===== config.mk =====
export PLATFORM = sky130hd
export DESIGN_NAME = iop_engine
export DESIGN_NICKNAME = d
export VERILOG_FILES = /design/src/rtl/iop_pkg.sv /design/src/rtl/iop_walker.sv /design/src/rtl/iop_irq.sv /design/src/rtl/iop_ctrl.sv /design/src/rtl/iop_engine.sv
export SDC_FILE = /design/constraint.sdc
export NUM_CORES = 1
export LEC_CHECK = 0
export BUFFER_PORTS_ARGS = -buffer_cell sky130_fd_sc_hd__buf_2
export CAP_MARGIN = 40
export CORE_AREA = 2 2 185 187
export DETAILED_ROUTE_END_ITERATION = 6
export DIE_AREA = 0 0 187 189
export MAX_ROUTING_LAYER = met4
export PLACE_DENSITY = 0.66
export SYNTH_ARGS = -nofsm -noshare
export SYNTH_HDL_FRONTEND = slang
export SYNTH_HIERARCHICAL = 1
export SYNTH_SLANG_ARGS = --single-unit

===== constraint.sdc =====
create_clock -name clk -period 3.36 [get_ports clk]
set_clock_uncertainty 0.05 [all_clocks]
set_input_delay 0.168 -clock clk [delete_from_list [all_inputs] [get_ports clk]]
set_output_delay 0.168 -clock clk [all_outputs]
set_load 0.01 [all_outputs]

===== src/rtl/iop_pkg.sv =====
package iop_pkg;
   typedef enum logic [2:0] {
      S_IDLE, S_FETCH, S_DECODE, S_RX, S_WR, S_RD, S_TX, S_DONE
   } iop_state_e;

   localparam logic [1:0] HOST_OP_LAUNCH = 2'b01;
   localparam int         BLOCK_WORDS    = 4;
   localparam int         BLOCK_IDX_W    = $clog2(BLOCK_WORDS);
endpackage


===== src/rtl/iop_walker.sv =====
module iop_walker #(
   parameter int AW        = 32,
   parameter int DW        = 32,
   parameter bit BYTE_ADDR = 1'b1
) (
   input  logic          clk,
   input  logic          rst_n,
   input  logic          ld_addr,
   input  logic          ld_cnt,
   input  logic [DW-1:0] ld_word,
   input  logic          step,
   output logic [AW-1:0] cur_addr,
   output logic [DW-1:0] cur_cnt,
   output logic [AW-1:0] stride,
   output logic          is_last,
   output logic          is_zero
);
   generate
      if (BYTE_ADDR) begin : g_byte
         assign stride = AW'(DW / 8);
      end else begin : g_word
         assign stride = AW'(1);
      end
      if (AW > DW) begin : g_bad_aw
         $error("iop_walker: AW must not exceed DW");
      end
   endgenerate

   always_ff @(posedge clk or negedge rst_n) begin
      if (!rst_n) begin
         cur_addr <= '0;
         cur_cnt  <= '0;
      end else begin
         if (ld_addr)   cur_addr <= ld_word[AW-1:0];
         else if (step) cur_addr <= cur_addr + stride;
         if (ld_cnt)    cur_cnt  <= ld_word;
         else if (step) cur_cnt  <= cur_cnt - 1'b1;
      end
   end

   assign is_last = (cur_cnt == DW'(1));
   assign is_zero = (cur_cnt == '0);

   p_count_step_r4: assert property (@(posedge clk) disable iff (!rst_n)
      step && !ld_cnt && !is_zero |=> cur_cnt == $past(cur_cnt) - 1'b1);
endmodule


===== src/rtl/iop_irq.sv =====
module iop_irq (
   input  logic clk,
   input  logic rst_n,
   input  logic done_i,
   input  logic fault_i,
   input  logic launch_i,
   input  logic ack_i,
   output logic irq_o,
   output logic err_o
);
   always_ff @(posedge clk or negedge rst_n) begin
      if (!rst_n) begin
         irq_o <= 1'b0;
         err_o <= 1'b0;
      end else begin
         if (done_i)     irq_o <= 1'b1;
         else if (ack_i) irq_o <= 1'b0;
         if (launch_i)    err_o <= 1'b0;
         else if (done_i) err_o <= fault_i;
      end
   end

   p_irq_hold_r9: assert property (@(posedge clk) disable iff (!rst_n)
      irq_o && !ack_i |=> irq_o);
endmodule


===== src/rtl/iop_ctrl.sv =====
module iop_ctrl
   import iop_pkg::*;
#(
   parameter int AW    = 32,
   parameter int DW    = 32,
   parameter int DEV_W = 4
) (
   input  logic             clk,
   input  logic             rst_n,
   input  logic             start_valid,
   input  logic [1:0]       start_op,
   input  logic [DEV_W-1:0] start_dev,
   input  logic [AW-1:0]    start_base,
   output logic             mem_req,
   output logic             mem_we,
   output logic [AW-1:0]    mem_addr,
   output logic [DW-1:0]    mem_wdata,
   input  logic             mem_gnt,
   input  logic [DW-1:0]    mem_rdata,
   output logic [DEV_W-1:0] dev_sel,
   output logic [DW-1:0]    dev_flags,
   input  logic             rx_valid,
   output logic             rx_ready,
   input  logic [DW-1:0]    rx_data,
   output logic             tx_valid,
   input  logic             tx_ready,
   output logic [DW-1:0]    tx_data,
   output logic             busy,
   output logic             walk_ld_addr,
   output logic             walk_ld_cnt,
   output logic             walk_step,
   input  logic [AW-1:0]    walk_addr,
   input  logic [AW-1:0]    walk_stride,
   input  logic             walk_last,
   input  logic             walk_zero,
   output logic             done,
   output logic             fault,
   output logic             launch
);
   iop_state_e             st;
   logic [BLOCK_IDX_W-1:0] idx;
   logic [AW-1:0]          base;
   logic [DW-1:0]          opcode;
   logic [DW-1:0]          hold;
   logic                   gap;
   logic                   grant;
   logic                   unknown_op;

   assign launch     = (st == S_IDLE) && start_valid && (start_op == HOST_OP_LAUNCH);
   assign mem_req    = ((st == S_FETCH) || (st == S_WR) || (st == S_RD)) && !gap;
   assign grant      = mem_req && mem_gnt;
   assign mem_we     = (st == S_WR);
   assign mem_addr   = (st == S_FETCH) ? base + AW'(idx) * walk_stride : walk_addr;
   assign mem_wdata  = hold;
   assign tx_data    = hold;
   assign rx_ready   = (st == S_RX);
   assign tx_valid   = (st == S_TX);
   assign busy       = (st != S_IDLE);
   assign done       = (st == S_DONE);
   assign unknown_op = (opcode[DW-1:1] != '0);
   assign fault      = unknown_op;

   assign walk_ld_addr = (st == S_FETCH) && grant && (idx == BLOCK_IDX_W'(1));
   assign walk_ld_cnt  = (st == S_FETCH) && grant && (idx == BLOCK_IDX_W'(2));
   assign walk_step    = ((st == S_WR) && grant) || ((st == S_TX) && tx_ready);

   always_ff @(posedge clk or negedge rst_n) begin
      if (!rst_n) begin
         st        <= S_IDLE;
         idx       <= '0;
         base      <= '0;
         opcode    <= '0;
         hold      <= '0;
         gap       <= 1'b0;
         dev_sel   <= '0;
         dev_flags <= '0;
      end else begin
         gap <= grant;
         case (st)
            S_IDLE: if (launch) begin
               base    <= start_base;
               dev_sel <= start_dev;
               idx     <= '0;
               st      <= S_FETCH;
            end
            S_FETCH: if (grant) begin
               if (idx == BLOCK_IDX_W'(0)) opcode <= mem_rdata;
               if (idx == BLOCK_IDX_W'(BLOCK_WORDS - 1)) begin
                  dev_flags <= mem_rdata;
                  st        <= S_DECODE;
               end
               idx <= idx + 1'b1;
            end
            S_DECODE: begin
               if (unknown_op || walk_zero) st <= S_DONE;
               else if (opcode[0])          st <= S_RD;
               else                         st <= S_RX;
            end
            S_RX: if (rx_valid) begin
               hold <= rx_data;
               st   <= S_WR;
            end
            S_WR: if (grant) st <= walk_last ? S_DONE : S_RX;
            S_RD: if (grant) begin
               hold <= mem_rdata;
               st   <= S_TX;
            end
            S_TX: if (tx_ready) st <= walk_last ? S_DONE : S_RD;
            S_DONE:  st <= S_IDLE;
            default: st <= S_IDLE;
         endcase
      end
   end

   p_req_gap_r6: assert property (@(posedge clk) disable iff (!rst_n)
      mem_req && mem_gnt |=> !mem_req);
   p_phase_excl_r4: assert property (@(posedge clk) disable iff (!rst_n)
      $onehot0({rx_ready, tx_valid, mem_req}));
   p_sel_hold_r10: assert property (@(posedge clk) disable iff (!rst_n)
      busy && start_valid |=> $stable(dev_sel));
   p_write_beat_r5: assert property (@(posedge clk) disable iff (!rst_n)
      mem_req && mem_we |-> !tx_valid && (st == S_WR));
endmodule


===== src/rtl/iop_engine.sv =====
module iop_engine #(
   parameter int AW        = 32,
   parameter int DW        = 32,
   parameter int DEV_W     = 4,
   parameter bit BYTE_ADDR = 1'b1
) (
   input  logic             clk,
   input  logic             rst_n,
   input  logic             start_valid,
   input  logic [1:0]       start_op,
   input  logic [DEV_W-1:0] start_dev,
   input  logic [AW-1:0]    start_base,
   output logic             busy,
   output logic             mem_req,
   output logic             mem_we,
   output logic [AW-1:0]    mem_addr,
   output logic [DW-1:0]    mem_wdata,
   input  logic             mem_gnt,
   input  logic [DW-1:0]    mem_rdata,
   output logic [DEV_W-1:0] dev_sel,
   output logic [DW-1:0]    dev_flags,
   input  logic             dev_rx_valid,
   output logic             dev_rx_ready,
   input  logic [DW-1:0]    dev_rx_data,
   output logic             dev_tx_valid,
   input  logic             dev_tx_ready,
   output logic [DW-1:0]    dev_tx_data,
   output logic             irq,
   input  logic             irq_ack,
   output logic             err
);
   generate
      if (DW < 8 || (DW % 8) != 0) begin : g_bad_dw
         $error("iop_engine: DW must be a multiple of 8");
      end
      if (DEV_W < 1) begin : g_bad_dev
         $error("iop_engine: DEV_W must be at least 1");
      end
   endgenerate

   logic          w_ld_addr, w_ld_cnt, w_step, w_last, w_zero;
   logic [AW-1:0] w_addr, w_stride;
   logic [DW-1:0] w_cnt;
   logic          c_done, c_fault, c_launch;

   iop_ctrl #(.AW(AW), .DW(DW), .DEV_W(DEV_W)) i_ctrl (
      .clk(clk), .rst_n(rst_n),
      .start_valid(start_valid), .start_op(start_op),
      .start_dev(start_dev), .start_base(start_base),
      .mem_req(mem_req), .mem_we(mem_we), .mem_addr(mem_addr),
      .mem_wdata(mem_wdata), .mem_gnt(mem_gnt), .mem_rdata(mem_rdata),
      .dev_sel(dev_sel), .dev_flags(dev_flags),
      .rx_valid(dev_rx_valid), .rx_ready(dev_rx_ready), .rx_data(dev_rx_data),
      .tx_valid(dev_tx_valid), .tx_ready(dev_tx_ready), .tx_data(dev_tx_data),
      .busy(busy),
      .walk_ld_addr(w_ld_addr), .walk_ld_cnt(w_ld_cnt), .walk_step(w_step),
      .walk_addr(w_addr), .walk_stride(w_stride),
      .walk_last(w_last), .walk_zero(w_zero),
      .done(c_done), .fault(c_fault), .launch(c_launch)
   );

   iop_walker #(.AW(AW), .DW(DW), .BYTE_ADDR(BYTE_ADDR)) i_walker (
      .clk(clk), .rst_n(rst_n),
      .ld_addr(w_ld_addr), .ld_cnt(w_ld_cnt), .ld_word(mem_rdata),
      .step(w_step), .cur_addr(w_addr), .cur_cnt(w_cnt),
      .stride(w_stride), .is_last(w_last), .is_zero(w_zero)
   );

   iop_irq i_irq (
      .clk(clk), .rst_n(rst_n),
      .done_i(c_done), .fault_i(c_fault), .launch_i(c_launch),
      .ack_i(irq_ack), .irq_o(irq), .err_o(err)
   );

   p_irq_after_busy_r7: assert property (@(posedge clk) disable iff (!rst_n)
      $rose(irq) |-> $past(busy) && !busy);
   p_start_busy_r2: assert property (@(posedge clk) disable iff (!rst_n)
      !busy && start_valid && start_op == 2'b01 |=> busy);
endmodule


==> flow_metrics.env <==
export IMPL_via_count=11210
export IMPL_vias_per_cell=4.943
export IMPL_synthSimpleGateAreaFrac_pct=17.51
export IMPL_synth_top_family_by_area="simple AND/OR/NAND/NOR gates"
export IMPL_dpl_cell_area_um2=14650
export IMPL_antenna_found_initial=0
export IMPL_routed_wl_um=36160
export IMPL_die_w_um=187
export IMPL_synth_area_top_cells="dfrtp_1 (39%), nand2_1 (8.3%), mux2_2 (5.8%)"
export IMPL_synth_edf_count=0
export IMPL_grt_max_degree=68
export IMPL_worstSetupPathType="flip-flop to output pin"
export IMPL_synth_xor_area_share_pct=5.674
export IMPL_whs_path_depth=4
export IMPL_die_height_um=189
export IMPL_power_density_nw_per_um2=1074
export IMPL_reg2reg_to="i_walker/cur_cnt[23]"
export IMPL_critPathMaxFanout=3
export IMPL_drv_cap=0
export IMPL_synth_commonest_cells="nand2_1 (289), dfrtp_1 (204), o21ai_0 (135)"
export IMPL_ant_nets=0
export IMPL_insertion_delay_ns=0.52
export IMPL_drt_initial_drc_count=656
export IMPL_drt_wirelength_per_cell_um=15.94
export IMPL_antenna_cells=0
export IMPL_regToRegStartpoint="i_ctrl/st[1]"
export IMPL_timing_final_crit_share_pct=101.7
export IMPL_hold_ws_ns=0.1038
export IMPL_syn_avg_cell_area_um2=9.030
export IMPL_routabilityCongestion=0.8917
export IMPL_fin_area_um2=17180
export IMPL_grt_pass1_wl_um=58880
export IMPL_switchingPower_mw=8.201
export IMPL_comb_power_share_pct=60.9
export IMPL_ys_ff_latch=204
export IMPL_setup_viol_count_final=6
export IMPL_synthArstFlopShare_pct=100.0
export IMPL_power_share_clock_pct=14.9
export IMPL_rsz0062_at_grt="yes"
export IMPL_worst_setup_path_start_kind="flip-flop"
export IMPL_area_growth_pct=30.94
export IMPL_overflow=0
export IMPL_ys_seq_area_share_pct=38.91
export IMPL_drc=0
export IMPL_whs_endpoint="i_ctrl/gap"
export IMPL_synth_main_ff_cell="dfrtp_1"
export IMPL_status="finished with violations"
export IMPL_synth_top_area_share_pct=38.91
export IMPL_grt_pass1_vias=11380
export IMPL_synthAdderAreaFrac_pct=8.354
export IMPL_synth_most_common_cell="nand2_1"
export IMPL_cp_end_kind="output pin"
export IMPL_port_buffers=247
export IMPL_n_fill_cell=3083
export IMPL_fin_crit_ns=3.416
export IMPL_p_int_mw=10.25
export IMPL_drive_above_1_share_pct=27.91
export IMPL_dieArea_um2=35340
export IMPL_detailed_place_hpwl_um=25940
export IMPL_htreeDepth=1
export IMPL_worst_ep_arrival_time_ns=3.20
export IMPL_holdCritPathClass="primary input to flip-flop"
export IMPL_setup_slack_ns=-0.05636
export IMPL_path_clk_slew_ns=0.06
export IMPL_ir_drop_mv=0.4901
export IMPL_cts_tree="yes"
export IMPL_syn_inst=1453
export IMPL_reg2reg_depth=7
export IMPL_final_nets=1981
export IMPL_ioPinCount=248
export IMPL_worst_ep_required_time_ns=3.14
export IMPL_synth_largest_area_cell="dfrtp_1"
export IMPL_placementRows=67
export IMPL_hold_violations=0
export IMPL_cts_buffer_depth=3
export IMPL_yosysWarningCount=6
export IMPL_yosysUniqueCellTypes=78
export IMPL_clkSinkCount=204
export IMPL_initial_core_util_pct=39.42
export IMPL_worst_pin_slew_ns=0.8654
export IMPL_cts_root_buffer="clkbuf_16"
export IMPL_fmax_mhz=292.7
export IMPL_dp_slack_ns=0.1845
export IMPL_synth_compound_area_share_pct=11.65
export IMPL_failed_checks="setup timing"
export IMPL_syn_cell_area_um2=13120
export IMPL_r2r_setup_slack_ns=0.45
export IMPL_slew_viol_final=0
export IMPL_leakage_nw=8.228
export IMPL_max_slew_margin_pct=42.10
export IMPL_utilization_pct=51.62
export IMPL_power_frac_seq_pct=24.1
export IMPL_cts_made_buffers=24
export IMPL_min_from="mem_gnt"
export IMPL_grtUsageTotal_pct=20.88
export IMPL_core_um2=33280
export IMPL_drt_pre_antenna_iters=5
export IMPL_power_switching_share_pct=44.46
export IMPL_synthMuxAreaShare_pct=8.497
==> cells in the final DEF, fill, tap and decap left out, drive strengths merged, types with 4 or more instances in the layout <==
cell,count
dlygate4sd3,120
or3,12
nand4,24
a21o,9
and2,6
o211ai,4
conb,32
or4b,4
a211oi,4
fa,31
bufinv,4
and3,13
clkbuf,29
buf,309
xnor2,48
nand2b,7
xor2,37
mux2i,36
or2,6
o21ai,169
nor4,19
clkinv,8
nor3,19
o31ai,6
ha,38
nand2,289
and4,10
a21oi,34
nand3,23
dfrtp,204
mux2,67
o21bai,5
nor2,42
inv,110
==> sequential cells by signal, summed over array words and instances (netlist names) <==
register and flops:
i_ctrl/base 32, i_ctrl/dev_flags 32, i_ctrl/mem_wdata 32, i_ctrl/opcode 32, i_walker/cur_addr 32, i_walker/cur_cnt 32
i_ctrl/dev_sel 4, i_ctrl/st 3, i_ctrl/idx 2, i_ctrl/gap 1, i_irq/err_o 1, i_irq/irq_o 1
==> power by group through the flow <==
stage | Combinational, mW | Clock, mW | Sequential (mW)
after floorplan | 6.84 | 0 | 4.50
after global placement | 9.46 | 0 | 4.41
after detailed placement | 9.60 | 0 | 4.46
after CTS | 10.3 | 2.84 | 4.44
after global routing | 12.4 | 2.93 | 4.61
final | 11.2 | 2.76 | 4.45
==> per-layer routing <==
metal | wire [um] | GRT usage (%)
met4 | 879 | 5.769
met3 | 1394 | 2.391
met2 | 17420 | 35.34
met1 | 16460 | 26.58
met5 | 0 | -
==> area by class of cell <==
type | count | area, um^2 | share of cell area, %
clock buffers | 28 | 646.9 | 3.765
clock inverters | 15 | 191.4 | 1.114
inverters | 108 | 405.4 | 2.360
multi-input cells | 1035 | 7254 | 42.23
flip-flops and latches | 204 | 5105 | 29.72
well taps | 448 | 560.5 | 3.263
repair buffers | 430 | 3015 | 17.55
==> repair_timing <==
| item | 4_1_cts | 5_1_grt |
|---|---|---|
| hold endpoints to repair | 315 | 0 |
| resized for setup | 52 | 40 |
| hold buffers | 120 | 0 |
| pin swaps | 35 | 22 |
| endpoints found under the setup margin | 20 | 22 |
| cloned | 0 | 0 |
| setup buffers | 7 | 12 |
==> worst max-delay path: stages (launching register included) <==
cell,delay (ns)
dfrtp_1,0.34
inv_2,0.04
fa_1,0.46
inv_2,0.08
ha_4,0.12
nand4_1,0.20
nor2_2,0.20
buf_4,0.13
o21ai_2,0.06
a2111oi_2,0.34
buf_4,0.19
o21ai_1,0.10
xnor2_1,0.14
o21ai_1,0.12
buf_2,0.14
==> kinds of logic after synthesis <==
family | count (synthesis)
simple gates | 486
xor+xnor | 85
flops | 204
mux | 103
compound gates | 260
buf+inv | 244
other cells | 2
fa+ha+maj | 69
==> how the worst max path moves through the flow <==
stage	startpoint	to	slack [ns]	cells past startpoint
2_1_floorplan	i_ctrl/idx[0]	mem_addr[29]	0.33	13
3_3_place_gp	i_ctrl/base[8]	mem_addr[30]	0.23	13
3_5_place_dp	i_ctrl/base[8]	mem_addr[31]	0.18	13
4_1_cts	i_ctrl/base[9]	mem_addr[30]	-0.11	14
5_1_grt	i_ctrl/base[8]	mem_addr[30]	-0.19	14
6_report	i_ctrl/base[8]	mem_addr[28]	-0.06	14
==> metrics by stage <==
step,std cells,total power [mW],setup TNS [ns]
after global placement,2084,13.87,0
final,2268,18.45,-0.1707
after detailed placement,2086,14.06,0
after CTS,2256,17.60,-0.5458
after floorplan,1483,11.34,0
after global routing,2268,19.94,-1.718
Note: power is estimated with default switching activity, not from simulation.
